[src/rtl/pw_pkg.sv]
package pw_pkg;
   localparam int PW_PRESENT_BIT  = 0;
   localparam int PW_ACCESSED_BIT = 5;
   localparam int PW_DIRTY_BIT    = 6;

   typedef enum logic [2:0] {
      ST_IDLE,
      ST_LOOKUP,
      ST_DIR_RD,
      ST_TBL_RD,
      ST_TBL_WR,
      ST_FILL,
      ST_RESP
   } pw_state_e;
endpackage

[src/rtl/pw_rr_ptr.sv]
module pw_rr_ptr #(
   parameter int DEPTH = 8,
   localparam int PW = (DEPTH > 1) ? $clog2(DEPTH) : 1
) (
   input  logic          clk,
   input  logic          rst_n,
   input  logic          clear,
   input  logic          advance,
   output logic [PW-1:0] ptr
);
   if ((DEPTH & (DEPTH - 1)) == 0) begin : g_pow2
      always_ff @(posedge clk) begin
         if (!rst_n || clear) ptr <= '0;
         else if (advance)    ptr <= ptr + 1'b1;
      end
   end else begin : g_wrap
      always_ff @(posedge clk) begin
         if (!rst_n || clear) ptr <= '0;
         else if (advance)    ptr <= (ptr == PW'(DEPTH - 1)) ? '0 : ptr + 1'b1;
      end
   end
endmodule

[src/rtl/pw_tlb.sv]
module pw_tlb #(
   parameter int DEPTH = 8,
   parameter int VPN_W = 20,
   parameter int PFN_W = 20,
   localparam int IW = $clog2(DEPTH)
) (
   input  logic             clk,
   input  logic             rst_n,
   input  logic             flush,
   input  logic [VPN_W-1:0] look_vpn,
   output logic             hit,
   output logic [PFN_W-1:0] hit_pfn,
   output logic             hit_dirty,
   input  logic             fill_en,
   input  logic             fill_at_hit,
   input  logic [PFN_W-1:0] fill_pfn,
   input  logic             fill_dirty
);
   logic [DEPTH-1:0] vld_q, dirty_q, match;
   logic [VPN_W-1:0] vpn_q [DEPTH];
   logic [PFN_W-1:0] pfn_q [DEPTH];
   logic [IW-1:0]    hit_idx, rr_idx, wr_idx;
   logic             do_fill;

   for (genvar g = 0; g < DEPTH; g++) begin : g_cmp
      assign match[g] = vld_q[g] && (vpn_q[g] == look_vpn);
   end

   always_comb begin
      hit_idx = '0;
      for (int i = 0; i < DEPTH; i++)
         if (match[i]) hit_idx = hit_idx | IW'(i);
   end

   assign hit       = |match;
   assign hit_pfn   = pfn_q[hit_idx];
   assign hit_dirty = dirty_q[hit_idx];
   assign do_fill   = fill_en && !flush;
   assign wr_idx    = fill_at_hit ? hit_idx : rr_idx;

   pw_rr_ptr #(.DEPTH(DEPTH)) rr_i (
      .clk     (clk),
      .rst_n   (rst_n),
      .clear   (flush),
      .advance (do_fill && !fill_at_hit),
      .ptr     (rr_idx)
   );

   always_ff @(posedge clk) begin
      if (!rst_n) begin
         vld_q   <= '0;
         dirty_q <= '0;
      end else if (flush) begin
         vld_q   <= '0;
      end else if (do_fill) begin
         vld_q[wr_idx]   <= 1'b1;
         dirty_q[wr_idx] <= fill_dirty;
      end
   end

   always_ff @(posedge clk) begin
      if (do_fill) begin
         vpn_q[wr_idx] <= look_vpn;
         pfn_q[wr_idx] <= fill_pfn;
      end
   end
endmodule

[src/rtl/pgwalk_xlate.sv]
module pgwalk_xlate
   import pw_pkg::*;
#(
   parameter int PAGE_BITS = 12,
   parameter int IDX_BITS  = 10,
   parameter int TLB_DEPTH = 8,
   localparam int VPN_W = 2 * IDX_BITS,
   localparam int LA_W  = VPN_W + PAGE_BITS
) (
   input  logic            clk,
   input  logic            rst_n,
   input  logic            req_valid,
   output logic            req_ready,
   input  logic [LA_W-1:0] req_la,
   input  logic            req_wr,
   output logic            rsp_valid,
   input  logic            rsp_ready,
   output logic            rsp_fault,
   output logic [LA_W-1:0] rsp_pa,
   input  logic            base_wr,
   input  logic [LA_W-1:0] base_din,
   output logic [LA_W-1:0] dir_base,
   output logic [LA_W-1:0] fault_addr,
   output logic            mem_req,
   output logic            mem_we,
   output logic [LA_W-1:0] mem_addr,
   output logic [LA_W-1:0] mem_wdata,
   input  logic [LA_W-1:0] mem_rdata,
   input  logic            mem_ack
);
   if (TLB_DEPTH < 2) begin : g_bad_depth
      $error("TLB_DEPTH must be at least 2");
   end
   if (PAGE_BITS <= PW_DIRTY_BIT) begin : g_bad_page
      $error("PAGE_BITS must leave room for the status bits");
   end
   if (IDX_BITS + 2 > PAGE_BITS) begin : g_bad_idx
      $error("a table of IDX_BITS entries must fit in one page");
   end

   localparam int FRM_W = LA_W - PAGE_BITS;

   pw_state_e        st;
   logic [LA_W-1:0]  la_q, pte_q, new_pte, dir_addr, tbl_addr;
   logic [FRM_W-1:0] pde_frm_q, tlb_pfn;
   logic             wr_q, tlb_hit, tlb_dirty, rsp_fault_q;
   logic [LA_W-1:0]  rsp_pa_q, base_q, fault_q;

   assign dir_addr = {base_q[LA_W-1:PAGE_BITS], {PAGE_BITS{1'b0}}}
                   | (LA_W'(la_q[LA_W-1 -: IDX_BITS]) << 2);
   assign tbl_addr = {pde_frm_q, {PAGE_BITS{1'b0}}}
                   | (LA_W'(la_q[PAGE_BITS +: IDX_BITS]) << 2);
   assign new_pte  = mem_rdata | (LA_W'(1) << PW_ACCESSED_BIT)
                   | (wr_q ? (LA_W'(1) << PW_DIRTY_BIT) : '0);

   pw_tlb #(.DEPTH(TLB_DEPTH), .VPN_W(VPN_W), .PFN_W(FRM_W)) tlb_i (
      .clk         (clk),
      .rst_n       (rst_n),
      .flush       (base_wr),
      .look_vpn    (la_q[LA_W-1:PAGE_BITS]),
      .hit         (tlb_hit),
      .hit_pfn     (tlb_pfn),
      .hit_dirty   (tlb_dirty),
      .fill_en     (st == ST_FILL),
      .fill_at_hit (tlb_hit),
      .fill_pfn    (pte_q[LA_W-1:PAGE_BITS]),
      .fill_dirty  (pte_q[PW_DIRTY_BIT])
   );

   always_ff @(posedge clk) begin
      if (!rst_n) base_q <= '0;
      else if (base_wr) base_q <= base_din;
   end

   always_ff @(posedge clk) begin
      if (!rst_n) begin
         st          <= ST_IDLE;
         la_q        <= '0;
         wr_q        <= 1'b0;
         pde_frm_q   <= '0;
         pte_q       <= '0;
         rsp_pa_q    <= '0;
         rsp_fault_q <= 1'b0;
         fault_q     <= '0;
      end else begin
         unique case (st)
            ST_IDLE: if (req_valid) begin
               la_q <= req_la;
               wr_q <= req_wr;
               st   <= ST_LOOKUP;
            end
            ST_LOOKUP: if (tlb_hit && (!wr_q || tlb_dirty)) begin
               rsp_pa_q    <= {tlb_pfn, la_q[PAGE_BITS-1:0]};
               rsp_fault_q <= 1'b0;
               st          <= ST_RESP;
            end else begin
               st <= ST_DIR_RD;
            end
            ST_DIR_RD: if (mem_ack) begin
               if (!mem_rdata[PW_PRESENT_BIT]) begin
                  rsp_pa_q    <= '0;
                  rsp_fault_q <= 1'b1;
                  fault_q     <= la_q;
                  st          <= ST_RESP;
               end else begin
                  pde_frm_q <= mem_rdata[LA_W-1:PAGE_BITS];
                  st        <= ST_TBL_RD;
               end
            end
            ST_TBL_RD: if (mem_ack) begin
               if (!mem_rdata[PW_PRESENT_BIT]) begin
                  rsp_pa_q    <= '0;
                  rsp_fault_q <= 1'b1;
                  fault_q     <= la_q;
                  st          <= ST_RESP;
               end else begin
                  pte_q <= new_pte;
                  st    <= (new_pte != mem_rdata) ? ST_TBL_WR : ST_FILL;
               end
            end
            ST_TBL_WR: if (mem_ack) st <= ST_FILL;
            ST_FILL: begin
               rsp_pa_q    <= {pte_q[LA_W-1:PAGE_BITS], la_q[PAGE_BITS-1:0]};
               rsp_fault_q <= 1'b0;
               st          <= ST_RESP;
            end
            ST_RESP: if (rsp_ready) st <= ST_IDLE;
            default: st <= ST_IDLE;
         endcase
      end
   end

   assign req_ready  = (st == ST_IDLE);
   assign rsp_valid  = (st == ST_RESP);
   assign rsp_fault  = rsp_fault_q;
   assign rsp_pa     = rsp_pa_q;
   assign dir_base   = base_q;
   assign fault_addr = fault_q;
   assign mem_req    = (st == ST_DIR_RD) || (st == ST_TBL_RD) || (st == ST_TBL_WR);
   assign mem_we     = (st == ST_TBL_WR);
   assign mem_addr   = (st == ST_DIR_RD) ? dir_addr : tbl_addr;
   assign mem_wdata  = pte_q;
endmodule

[config.mk]
export PLATFORM = sky130hd
export DESIGN_NAME = pgwalk_xlate
export DESIGN_NICKNAME = d
export VERILOG_FILES = /design/src/rtl/pw_pkg.sv /design/src/rtl/pw_rr_ptr.sv /design/src/rtl/pw_tlb.sv /design/src/rtl/pgwalk_xlate.sv
export SDC_FILE = /design/constraint.sdc
export NUM_CORES = 1
export LEC_CHECK = 0
export BUFFER_PORTS_ARGS = -buffer_cell sky130_fd_sc_hd__buf_2
export CAP_MARGIN = 20
export CORE_MARGIN = 2
export CORE_UTILIZATION = 58
export DETAILED_ROUTE_END_ITERATION = 7
export GPL_TIMING_DRIVEN = 1
export PLACE_DENSITY_LB_ADDON = 0.1
export SLEW_MARGIN = 20
export SYNTH_ARGS = -nofsm -noshare
export SYNTH_HDL_FRONTEND = slang
export SYNTH_SLANG_ARGS = --single-unit
export TNS_END_PERCENT = 5
[constraint.sdc]
create_clock -name clk -period 5.94 [get_ports clk]
set_input_delay 0.594 -clock clk [delete_from_list [all_inputs] [get_ports clk]]
set_output_delay 0.594 -clock clk [all_outputs]
set_load 0.05 [all_outputs]
==> results of run 1 <==
power by group through the flow:
stage | Clock [mW] | Combinational [mW] | Sequential [mW]
3_5_place_dp | 0 | 0.884 | 4.14
2_1_floorplan | 0 | 0.606 | 4.14
6_report | 3.34 | 0.889 | 4.06
4_1_cts | 3.38 | 0.889 | 4.06
5_1_grt | 3.54 | 0.957 | 4.07
3_3_place_gp | 0 | 0.875 | 4.13
flip-flops by register name (all words and copies together), names as in the netlist, 20 cells and up:
signal and cells:
tlb_i.pfn_q 160, tlb_i.vpn_q 160, dir_base 32, mem_wdata 32, rsp_pa 32, la_q 32, pde_frm_q 20, fault_addr 32
kinds of logic (layout without fill, tap and decap cells):
family,count (synthesis),in the layout,synth area share
buffers and inverters,143,407,0.03130
DFF,524,524,0.6273
other,1,3,0.0001718
muxes,150,150,0.07073
adders and majority gates,1,1,0.0005731
AOI/OAI and AO/OA,261,261,0.08867
xor gates and xnor gates,163,163,0.06540
and+or+nand+nor,543,543,0.1158
Yosys cell counts (3+ instances only):
master                       n  area (um2)
sky130_fd_sc_hd__buf_2      27       135.1
sky130_fd_sc_hd__nand4_1    60       375.4
sky130_fd_sc_hd__buf_6       3       33.78
sky130_fd_sc_hd__o211ai_1    3       22.52
sky130_fd_sc_hd__xnor2_1   142        1244
sky130_fd_sc_hd__o21a_1      4       30.03
sky130_fd_sc_hd__dfxtp_1   204        4084
sky130_fd_sc_hd__or4_1       4       30.03
sky130_fd_sc_hd__nor3_1      8       40.04
sky130_fd_sc_hd__nor2b_1    40       250.2
sky130_fd_sc_hd__buf_4      24       180.2
sky130_fd_sc_hd__nor4b_1     3       26.28
sky130_fd_sc_hd__nor3b_1     5       37.54
sky130_fd_sc_hd__nand2b_1    7       43.79
sky130_fd_sc_hd__nor4_1     19       118.9
sky130_fd_sc_hd__o31ai_1    20       150.1
sky130_fd_sc_hd__a41oi_1    20       175.2
sky130_fd_sc_hd__mux2i_1   116        1161
sky130_fd_sc_hd__a22oi_1    65       488.0
sky130_fd_sc_hd__inv_1       3       11.26
sky130_fd_sc_hd__edfxtp_1  320        9609
sky130_fd_sc_hd__mux2_2     34       382.9
sky130_fd_sc_hd__and3_1      3       18.77
sky130_fd_sc_hd__and2_1      5       31.28
sky130_fd_sc_hd__nor2_1     54       202.7
sky130_fd_sc_hd__a21boi_0  115       863.3
sky130_fd_sc_hd__xor2_1     21       183.9
sky130_fd_sc_hd__or3_1       3       18.77
sky130_fd_sc_hd__clkbuf_1   83       311.6
sky130_fd_sc_hd__a21oi_1    23       115.1
sky130_fd_sc_hd__nand2_1   288        1081
sky130_fd_sc_hd__nand3_1    37       185.2
sky130_fd_sc_hd__buf_1       3       11.26
layer usage:
| metal | routed length, um | up-vias | track usage |
|---|---|---|---|
| met2 | 25540 | 624 | 0.4430 |
| li1 | - | 6875 | - |
| met3 | 4661 | 88 | 0.05996 |
| met5 | 25 | - | 0 |
| met4 | 1033 | 4 | 0.07658 |
| met1 | 23810 | 7147 | 0.4043 |
area by class of cell:
type	instances	area share
well taps	511	0.02527
clock buffers	65	0.05582
flip-flops and latches	524	0.5411
repair buffers	309	0.06606
diodes	1	0.00009889
multi-input cells	1120	0.2984
clock inverters	30	0.01276
inverters	3	0.0004450
per-stage QoR:
step,hold slack [ns],setup WS (ns)
2_1_floorplan,0.4410,1.563
3_3_place_gp,0.4339,1.584
3_5_place_dp,0.4447,1.390
4_1_cts,0.2328,1.401
5_1_grt,0.2644,1.035
6_report,0.2611,1.423
cells in the final DEF, fill, tap and decap left out, drive strengths merged, types with 3 or more instances in the layout:
cell    instances
edfxtp        320
xor2           21
nand2         288
clkbuf         65
nor2b          40
a21oi          23
nor4           19
nor3            9
o21a            4
dfxtp         204
o211ai          3
inv             3
buf           309
clkinv         22
a22oi          66
or3             3
nand4          60
nor3b           6
nor2           54
mux2i         116
mux2           34
nor4b           3
o31ai          20
nand3          37
a41oi          20
and3            4
nand2b          7
a21boi        116
bufinv          7
or4             4
xnor2         142
and2            5
how the worst max path moves through the flow:
stage,to,slack (ns),cells past startpoint
after floorplan,tlb_i.dirty_q[6],1.56,11
final,tlb_i.pfn_q[0][18],1.42,9
after global routing,tlb_i.pfn_q[0][18],1.03,9
after detailed placement,tlb_i.pfn_q[0][0],1.39,9
after CTS,tlb_i.pfn_q[0][18],1.40,9
after global placement,tlb_i.pfn_q[0][16],1.58,9
worst max-delay path, cell delays in order, from the launching register on:
cell and delay [ns]:
sky130_fd_sc_hd__dfxtp_1 0.92, sky130_fd_sc_hd__xnor2_1 0.22, sky130_fd_sc_hd__or4b_1 0.46, sky130_fd_sc_hd__nor4_1 0.37
sky130_fd_sc_hd__a22oi_1 0.30, sky130_fd_sc_hd__nand4_1 0.29, sky130_fd_sc_hd__mux2i_1 0.29, sky130_fd_sc_hd__nand2_1 0.24
sky130_fd_sc_hd__nor2_4 0.74, sky130_fd_sc_hd__buf_4 0.37
==> results, run 1 <==
- The tree is rooted in a sky130_fd_sc_hd__clkbuf_16.
- The worst hold path endpoint is la_q[26].
- The worst hold path was traced through 3 stages.
- Counting every sink on the clock net gives between 500 and 600.
- The area of the mapped netlist is 21830 um2.
- The total number of nets in the final design is 2114.
- Summing all multi-input logic gate instances after layout gives about 7600 um2.
- Once detail routing completed, the nets flagged for antenna violations numbered 0.
- The maximum vdd ir drop is about 0.26 mV.
- For this run, the number of Yosys warnings is 0.
- After detailed routing, the total wire length is ~55000 um.
- Of the total power, registers draw 0.490.
- The type of destination of the critical path is a flop.
- The flip-flop and latch count after synthesis is 524.
- After detailed routing, the average wire length per cell comes to between 20 and 25 um.
- The count of pins over their slew limit was 0.
- After filler insertion, the fill cell instance count of the layout stands at around 2800.
- The setup path with the least slack is of type reg2reg.
- The top-level I/O count is around 270.
- The floorplan row count is 71.
- From bottom edge to top edge, the die measures 198 um.
- A synthesized cell averages around 12 um2.
- The synthesized design contains between 300 and 400 enable-type register cells.
- The area after detailed placement is roughly 24000 um2.
- The floorplan step set the die width to between 150 and 200 um.
- At the pin with the least slew margin, the transition time is 1.108 ns.
- The initial antenna violation count is 4.
- The number of CTS-inserted buffers is 52.
- The die area is around 40000 um2.
- The finished cells cover 25300 um2.
- The post-placement cell count is between 2000 and 2500.
- The largest net degree at the start of global routing is 76.
- The sum of internal, switching and leakage power is 8.291 mW.
- The standby leakage power is between 9 and 10 nW.
- The combinational fraction of design power is 0.107.
- The max-cap violation count is 0.
- The number of gates resized after cts is 0.
- The worst flop-to-flop path startpoint is la_q[13].
- The final worst-path cycle share is 0.7604.
- The post-route non-filler standard cell count is 2563.
- The placer congestion estimate is 0.8917.
- Once layout is complete, the utilization of the core stands at 0.6766.
- After legalization and detailed placement, the total HPWL measured between 30000 and 40000 um.
- The analysis attributes to net switching a power of roughly 2.1 mW.
- Of all nets on the critical path, the largest fanout is 29.
- The clock period could shrink to between 4 and 5 ns.
- In the synthesized netlist the async set-or-reset flop fraction comes to 0.
- The final route contains ~15000 vias.
- The critical path launch point is la_q[13].
- The sequential cell area is roughly 14000 um2.
- Timing would allow up to between 0.2 and 0.25 GHz.
- In this run the power density over the cells is 327.7 nW/um2.
- The run finished with clean final reports.
- The hold violation total from the final report is 0.
- The area growth from synthesis to layout is 15.92%.
- Setup repair after global routing left no endpoint under its margin.
- The first detailed-routing pass took 5 iterations.
- The later pin in the worst-skew pair is clocked with a latency of between 0.5 and 0.6 ns.
- The starting density of the core is 0.5837.
- The ratio of routed vias to standard cells is about 5.8.
- The count of H-tree levels built during CTS is 2.
- The setup TNS is 0 ns.
- The via count of the first global-routing pass is 14405.
- Across every metal layer, demand over resource in global routing totals 0.2834.
- The worst endpoint data arrival time is ~4.8 ns.
- In this run, distinct cell masters in the synthesized netlist total just over 50.
- In the final layout, the share of cells above drive strength 1 is 0.2155.
- The worst flop-to-flop path endpoint is tlb_i.pfn_q[0][18].
- Across all register-to-register paths, the minimum setup slack is 1.42 ns.
- The quantity of hold-fixing buffers added after cts is 0.
- The clock transition time at the flip-flop clock pins of the worst setup and hold paths is ~0.060 ns.
- The headroom to the max-slew limit is 0.2612.
- The core area is around 37000 um2.
- The most used flip-flop cell after synthesis is sky130_fd_sc_hd__edfxtp_1.
- For the worst flop-to-flop path, the logic depth is 9.
- STA classifies the critical path startpoint as a flop.
- The final worst clock skew is 0.01651 ns.
- The start point of the worst min-delay path is req_la[26].
- The number of cells produced by synthesis is ~1800.
- The first global-routing pass estimated 84520 um of wire.
- Data on the critical path is required at its endpoint by ~6.2 ns.
- The total overflow reported by the global router is 0.
- The number of setup violations in the final report is 0.
- The clock tree from TritonCTS is yes.
- The worst hold path belongs to the class in2reg.
- The clock passes through at most 3 buffers.
- The number of input and output port buffers inserted is about 270.
- The share of synthesized area occupied by flip-flops and latches is 0.6273.
- The first routing iteration left 1200 violations.
- The switching share of power is 0.2517.
- Post-CTS timing repair inserted 0 buffers for setup.
- Of the total power, the clock network draws 0.403.
- The cell internal power dissipation is around 6.2 mW.
- The residual DRC count is 0.
(Power assumes the default switching activity.)
==> inputs of run 2 (changes only) <==
Settings changed: ABC_AREA from default to 1.
Clock period 5.94 ns to 4.3 ns, I/O delays scaled along.
==> run 2 against run 1 <==
Effect of this change: routed wire length increased by 19%; via count is 18% higher; worst setup slack worse by 1.2 ns; clock-buffer cell count up 17; final cell count is 22% higher; register-to-register slack got worse by 1.2 ns; sequential cell count unchanged; sequential share of layout area increased by 0.11 points; worst hold slack worse by 0.21 ns; design area is 0.19% lower.
==> results, run 2 <==
- The run finished with clean final reports.
- The standby leakage power is 10.63 nW.
- CTS built an H-tree with a depth of 2.
- Of the available clock period, the critical path in the final layout requires 0.9462.
- In this run the remaining antenna-violating nets after routing total 0.
- The cell internal power dissipation is between 9 and 10 mW.
- The worst flop-to-flop path endpoint is tlb_i.vpn_q[6][17].
- The total routed wirelength is ~65000 um.
- For the worst setup path, the data arrival time is roughly 4.3 ns.
- For this run, the share of the core covered by cells in the final layout is 0.6753.
- The vertical extent of the die is between 150 and 200 um.
- In this design, the critical path's most frequently occurring cell is sky130_fd_sc_hd__inv_2.
- The number of hold buffers added after CTS was 0.
- The floorplan die width is between 150 and 200 um.
- The met2 usage in global routing is 0.4933.
- The synthesized design spends more area on one cell type than any other, namely sky130_fd_sc_hd__edfxtp_1.
- The switching share of power is 0.3716.
- The portion of total power attributed to the clock network is 0.293.
- The final HPWL from detailed placement is 44290 um.
- VDD sags by at most roughly 0.52 mV.
- For flop-to-flop paths, the worst setup slack is between 0.2 and 0.25 ns.
- The wire length of the first global-routing pass is slightly below 100000 um.
- For this run, the number of Yosys warnings is 0.
- The dominant delay contributor by cell family on the critical path is buffers and inverters.
- The sum of internal, switching and leakage power is between 10 and 15 mW.
- The leading cell type by number of instances after synthesis is sky130_fd_sc_hd__nand2_1.
- The share of total power in sequential cells is 0.422.
- Across all layers, the routed design uses approximately 17000 vias.
- The synthesized design contains 320 enable-type register cells.
- The count of pins over their slew limit is 0.
- For this configuration, the core starts out at a cell density of 0.5853.
- Synthesis produced a netlist whose cell count is 2352.
- The top-level I/O count is 268.
- The largest net degree at the start of global routing is ~120.
- The share of total power dissipated in combinational logic is 0.285.
- The type of destination of the critical path is a flop.
- The placer congestion estimate is between 0.9 and 1.
- The number of buffers added for setup after CTS is 0.
- The unique cell type count in the Yosys netlist is 42.
- For this run, the total global-route usage over all layers was measured as 0.3354.
- Setup violations remaining at the end of the flow were counted as 0.
- The share of synthesized area in the top cell type comes to 0.4390.
- The clock net in this run drives a total of approximately 520 sinks.
- Buffers placed on the I/O ports in this run total around 270.
- The largest registers in the layout are tlb_i.pfn_q: 160 flops, tlb_i.vpn_q: 160 flops.
- The clock latency on the worst-skew pair is roughly 0.61 ns.
- For this design, the slowest cell found on the critical path is sky130_fd_sc_hd__dfxtp_1.
- The initial antenna violation count is 2.
- Along the worst path, the maximum fanout reaches 31.
- TritonCTS created 52 clock buffers.
- The worst pin sits at a relative slew slack of 0.4805.
- In this run the power spent charging and discharging nets is 5.435 mW.
- The global-route met3 utilization is 0.09470.
- The hold violation total from the final report is 0.
- The number of buffers and inverters on the critical path is 6.
- The clock root buffer is sky130_fd_sc_hd__clkbuf_16.
- The most frequent standard cell in the layout excluding fill and tap cells is sky130_fd_sc_hd__nand2_1.
- The critical path launch point is la_q[14].
- Setup repair after global routing left no endpoint under its margin.
- Counting flops and latches in the post-synthesis netlist gives about 520.
- The power density of the placed cells is about 580 nW/um2.
- The first TritonRoute pass finished after 5 iterations.
- The share of async-settable or async-resettable flops after synthesis is 0.
- The path length in cells of the critical path is 16.
- The die area is 39310 um2.
- The largest stage delay on the critical path is ~0.82 ns.
- For this run, the top clock speed supported by timing is about 0.25 GHz.
- The worst register-to-register path begins at la_q[14].
- Relative to the synthesized area, the layout overhead comes to 15.37%.
- The detailed-route wire length per cell is a little over 20 um.
- The final critical-path required period is just over 4 ns.
- The total number of nets in the final design is about 2700.
- met2 is the most crowded layer.
- TritonCTS built the clock tree.
- The signal on the critical path passes through inv_2, or2_1, o211ai_1, nor2_1, nand3_1, nand2_2, inv_2, nand3_2, inv_2, nand2_4, o21ai_2, nand2_1, inv_1, nand2_1, clkinv_1, buf_4.
- By count the netlist is led by 582 x sky130_fd_sc_hd__nand2_1, 320 x sky130_fd_sc_hd__edfxtp_1, 314 x sky130_fd_sc_hd__nor2_1.
- The met1 track demand over resource is 0.4832.
- The required time reported for the critical path endpoint is between 4 and 5 ns.
- The launching element type of the critical path is a flop.
- Setup total negative slack on the finished layout was measured at 0 ns.
- The number of gates resized after cts is 0.
- The endpoint of the worst setup timing path is tlb_i.vpn_q[6][17].
- Summing every instance area after synthesis gives around 22000 um2.
- The total overflow reported by the global router is 0.
- The maximum count of clock buffers along a single path is 3.
- The via count of the first global-routing pass is ~16000.
- The core area is about 37000 um2.
- Sorting the synthesized cells by area gives the leading types as sky130_fd_sc_hd__edfxtp_1 44%, sky130_fd_sc_hd__dfxtp_1 19%, sky130_fd_sc_hd__nand2_1 10%.
- The primary flip-flop cell chosen by synthesis mapping is sky130_fd_sc_hd__edfxtp_1.
- After detailed routing, the number of vias per cell comes to 5.526.
- The clock transition time at the flip-flop clock pins of the worst setup and hold paths is approximately 0.060 ns.
- The share of synthesized area occupied by flip-flops and latches is 0.6255.
- The max-cap violation count is 0.
- For the final database, setup skew stands at roughly 0.028 ns.
- Counting the fill cells in the layout gives 3044.
- The min-delay analysis places its worst path in the category in2reg.
- After detailed routing, the number of remaining DRC violations is 0.
- The floorplan has 71 rows.
- The setup path with the least slack is of type reg2reg.
- The depth of the worst register-to-register path is 16.
- Of the cells placed in the final design, the portion with a size suffix greater than 1 is 0.1695.
- In the layout the commonest cells are 581 x sky130_fd_sc_hd__nand2_1, 320 x sky130_fd_sc_hd__edfxtp_1, 312 x sky130_fd_sc_hd__nor2_1, 264 x sky130_fd_sc_hd__buf_2, 203 x sky130_fd_sc_hd__dfxtp_1.
- The transition time at the pin with the least slew margin is 0.7781 ns.
- In this run, the number of DRC markers left after iteration 0 of detailed routing was 1545.
- The mean post-synth cell area is between 9 and 10 um2.
run 2: layer usage:
metal / vias to the layer above / part of all wire
met5: - / 0
met4: 0 / 0.024
met3: 94 / 0.11
met2: 813 / 0.43
met1: 8220 / 0.43
li1: 8218 / -
run 2: cell type report:
cell class	count	area, um2	share of cell area
Antenna cell	3	7.507	0.0002973
Clock buffer	82	1475	0.05841
Clock inverter	16	110.1	0.004360
Inverter	152	570.5	0.02259
Multi-Input combinational cell	1528	6857	0.2715
Sequential cell	524	13690	0.5422
Tap cell	511	639.4	0.02532
Timing Repair Buffer	323	1902	0.07530
run 2: worst min path at each step:
stage / to / slack (ns) / start / depth (start not counted)
2_1_floorplan: tlb_i.vld_q[0] / 0.43 / tlb_i.vld_q[0] / 2
3_3_place_gp: tlb_i.vld_q[0] / 0.45 / tlb_i.vld_q[0] / 2
3_5_place_dp: mem_wdata[0] / 0.45 / mem_wdata[0] / 2
4_1_cts: dir_base[31] / 0.03 / base_din[31] / 3
5_1_grt: dir_base[0] / 0.05 / base_din[0] / 3
6_report: dir_base[12] / 0.05 / base_din[12] / 3
run 2: kinds of logic (layout without fill, tap and decap cells):
| family | after synthesis | in the layout | share of synthesized area |
|---|---|---|---|
| other cells | 1 | 5 | 0.0001713 |
| buf+inv | 301 | 573 | 0.06390 |
| simple gates | 1115 | 1115 | 0.2069 |
| xor+xnor | 36 | 36 | 0.01440 |
| flops | 524 | 524 | 0.6255 |
| compound gates | 374 | 374 | 0.08854 |
| fa+ha+maj | 1 | 1 | 0.0005715 |
run 2: metrics by stage:
stage | hold slack (ns) | area, um2 | instances | setup slack [ns]
3_5_place_dp | 0.4541 | 23660 | 3038 | 0.3062
5_1_grt | 0.04571 | 25250 | 3137 | 0.01991
2_1_floorplan | 0.4337 | 21890 | 2353 | 0.9339
6_report | 0.04805 | 25260 | 3139 | 0.2314
3_3_place_gp | 0.4466 | 23660 | 3038 | 0.3286
4_1_cts | 0.02542 | 25250 | 3136 | 0.2812
run 2: power by group through the flow:
stage | clock network, mW | registers [mW] | logic, mW
final | 4.29 | 6.17 | 4.17
after global routing | 4.51 | 6.21 | 4.46
after CTS | 4.32 | 6.16 | 4.14
after detailed placement | 0 | 6.26 | 4.13
after global placement | 0 | 6.26 | 4.11
after floorplan | 0 | 6.90 | 2.17
run 2: tightest hold or removal path, delay by kind of cell:
family | cells | cell delay [ns]
and+or+nand+nor | 2 | 0.11
buffers and inverters | 1 | 0.08
==> inputs of run 3 (changes only) <==
Settings changed: PLACE_DENSITY from default to 0.8, PLACE_DENSITY_LB_ADDON 0.1 to default, TNS_END_PERCENT 5 to default.
==> run 3 against run 2 <==
Effect of this change: core utilization is 0.17 points lower; combinational power fell by 2%; global-route usage is 0.91 points lower; register-to-register slack improved by 0.02 ns; worst hold slack improved by 0.023 ns; die area is the same; non-clock buffer count is 13 lower; sequential share of layout area grew 0.13 points.
==> results, run 3 (synthesis gave the netlist of run 2 again) <==
- The most frequent standard cell in the layout excluding fill and tap cells is sky130_fd_sc_hd__nand2_1.
- The residual DRC count is 0.
- The largest stage delay on the critical path is roughly 0.80 ns.
- The hold violation total from the final report is 0.
- After clock tree synthesis, the setup repair step added 0 buffers.
- The routed design has about 64000 um of wire.
- Clock-pin slew was measured on the worst setup and hold paths at 0.06 ns.
- The worst hold slack across all endpoints is a little over 0.07 ns.
- CTS placed an instance of sky130_fd_sc_hd__clkbuf_16 at the clock tree root.
- Dividing the detail-routed wire length by the instance count gives 20.57 um.
- The standby leakage power is ~11 nW.
- Among the stages of the critical path, the cell type that occurs most often is sky130_fd_sc_hd__nor2_1.
- For this run, the post-layout net count is 2671.
- The starting density of the core is 0.5853.
- The headroom to the max-slew limit is 0.3326.
- The die is a little under 200 um wide.
- In this run the tool buffered the top-level ports with roughly 270 buffer cells.
- The worst setup path is captured at a flop.
- The core region is 37400 um2.
- The required time reported for the critical path endpoint is around 4.7 ns.
- In this design, the largest share of critical-path delay is due to simple AND/OR/NAND/NOR gates.
- The number of setup violations in the final report is 0.
- The top-level I/O count is about 270.
- The iteration count of the initial detailed-routing pass is 5.
- The die area is between 30000 and 40000 um2.
- Summed over all layers, the global routing overflow is 0.
- The first routing iteration left approximately 2300 violations.
- In this run the worst hold path is classified as in2reg.
- The highest clock rate is 0.2468 GHz.
- The global-route total usage across every layer is 0.3264.
- Together, buffers and inverters on the worst path number 3.
- The worst flop-to-flop path startpoint is la_q[19].
- The ratio of routed vias to standard cells is approximately 5.7.
- The number of CTS-inserted buffers is 51.
- The area growth from synthesis to layout is 15.08%.
- The slack of the critical path is between 0.2 and 0.25 ns.
- The largest registers in the layout are tlb_i.pfn_q: 160 flops, tlb_i.vpn_q: 160 flops.
- The number of nets still failing antenna checks after routing is 0.
- Counting I/O delays and the setup requirement, the final critical path takes 4.053 ns.
- The worst setup path is of the reg2reg kind.
- After clock tree synthesis, the flow added hold-fix buffers numbering 0.
- The count of clock tree sinks is roughly 520.
- The critical-path cell with the highest stage delay is sky130_fd_sc_hd__dfxtp_1.
- Along the worst path, the maximum fanout reaches 30.
- The via count of the first global-routing pass is approximately 17000.
- The max-cap violation count is 0.
- The power density of the placed cells is approximately 580 nW/um2.
- In the finished design, the share of the clock period the worst path needs comes to 0.9425.
- The fraction of final layout cells with drive strength greater than 1 is 0.1687.
- The count of pins over their slew limit is 0.
- The initial antenna violation count is 2.
- Setup repair after global routing left no endpoint under its margin.
- Measured along the y axis, the die boundary spans 198.3 um.
- The worst hold path begins at base_din[3].
- The transition time at the pin with the least slew margin is between 1 and 1.5 ns.
- The floorplan row count is 71.
- The clock latency on the worst-skew pair is between 0.5 and 0.6 ns.
- The flow ran to the end, and the final reports show no timing, DRC or antenna violations.
- The post-placement setup slack is about 0.38 ns.
- The final worst clock skew is just over 0.02 ns.
- The maximum count of clock buffers along a single path is 3.
- The overall via count from detail_route is around 18000.
- After legalization and detailed placement, the total HPWL measured 42010 um.
- STA puts the critical path data arrival time at about 4.5 ns.
- The critical path launch point is la_q[19].
- Traced cell by cell, the critical path runs through inv_2, nand2_1, o21ai_0, nor2_1, nand3_1, nor2_1, nand3_1, nand2_1, nor2_1, nand2_4, nand2_1, o21ai_2, nor2_1, nand2_1, clkinv_1, buf_12, nor2_1, nor2_1.
- The worst-case IR drop observed on VDD is 0.5001 mV.
- The H-tree was split into 2 levels.
- The number of gates resized after cts is 0.
- The first global-routing pass estimated 97190 um of wire.
- The launching element type of the critical path is a flop.
- Entering global routing, the biggest net connects between 100 and 150 pins.
- The congestion estimate from routability-driven global placement came to 0.9484.
- The clock tree from TritonCTS is yes.
- Leaving out fill and tap cells, the most frequent cells in the layout are 581 x sky130_fd_sc_hd__nand2_1, 320 x sky130_fd_sc_hd__edfxtp_1, 312 x sky130_fd_sc_hd__nor2_1, 264 x sky130_fd_sc_hd__buf_2, 204 x sky130_fd_sc_hd__dfxtp_1.
- The setup TNS is 0 ns.
==> run 3: cell count changes in the layout (fill, tap and decap cells not counted), sizes merged <==
cell | before | now
inv | 150 | 149
buf | 323 | 310
diode | 3 | 1
clkbuf | 82 | 79
==> run 3: final timing paths <==
check	to	slack (ns)	cells past startpoint
max	tlb_i.vld_q[3]	0.25	18
min	dir_base[3]	0.07	3
max reg2reg	tlb_i.vld_q[3]	0.25	18
min reg2reg	fault_addr[1]	0.47	2
==> run 3: layout make-up <==
type                            count  area (um2)
Inverter                          152       570.5
Antenna cell                        1       2.502
Timing Repair Buffer              310        1779
Fill cell                        2868       12210
Sequential cell                   524       13690
Clock buffer                       79        1569
Multi-Input combinational cell   1528        6852
Tap cell                          511       639.4
Clock inverter                     15       86.33
==> run 3: worst reg2reg max path: cells and delay by family (launching register included) <==
kind                   cells  cell delay, ns
AO/OA/AOI/OAI              2            0.19
buffers and inverters      3            1.33
AND/OR/NAND/NOR           13            1.59
flip-flops                 1            0.80
==> run 3: power breakdown <==
group          switching, mW  internal [mW]
combinational           3.12          0.955
clock                   1.89           2.51
sequential             0.367           5.83
total                   5.37           9.29
==> run 3: per-layer routing <==
| metal | track usage | share of wire | wire length [um] |
|---|---|---|---|
| met5 | 0 | 0 | 0 |
| met4 | 0.09134 | 0.025 | 1635 |
| met3 | 0.07103 | 0.12 | 7382 |
| met2 | 0.5171 | 0.46 | 29520 |
| met1 | 0.4562 | 0.40 | 25620 |
==> run 3: through the flow <==
stage	utilization	cell area (um2)	std cells	total power, mW
final	0.6736	25190	3120	14.66
after detailed placement	0.6293	23530	3025	10.28
after global placement	0.6293	23530	3025	10.22
after floorplan	-	21890	2353	9.073
after CTS	0.6735	25190	3119	14.61
after global routing	0.6735	25190	3119	15.17
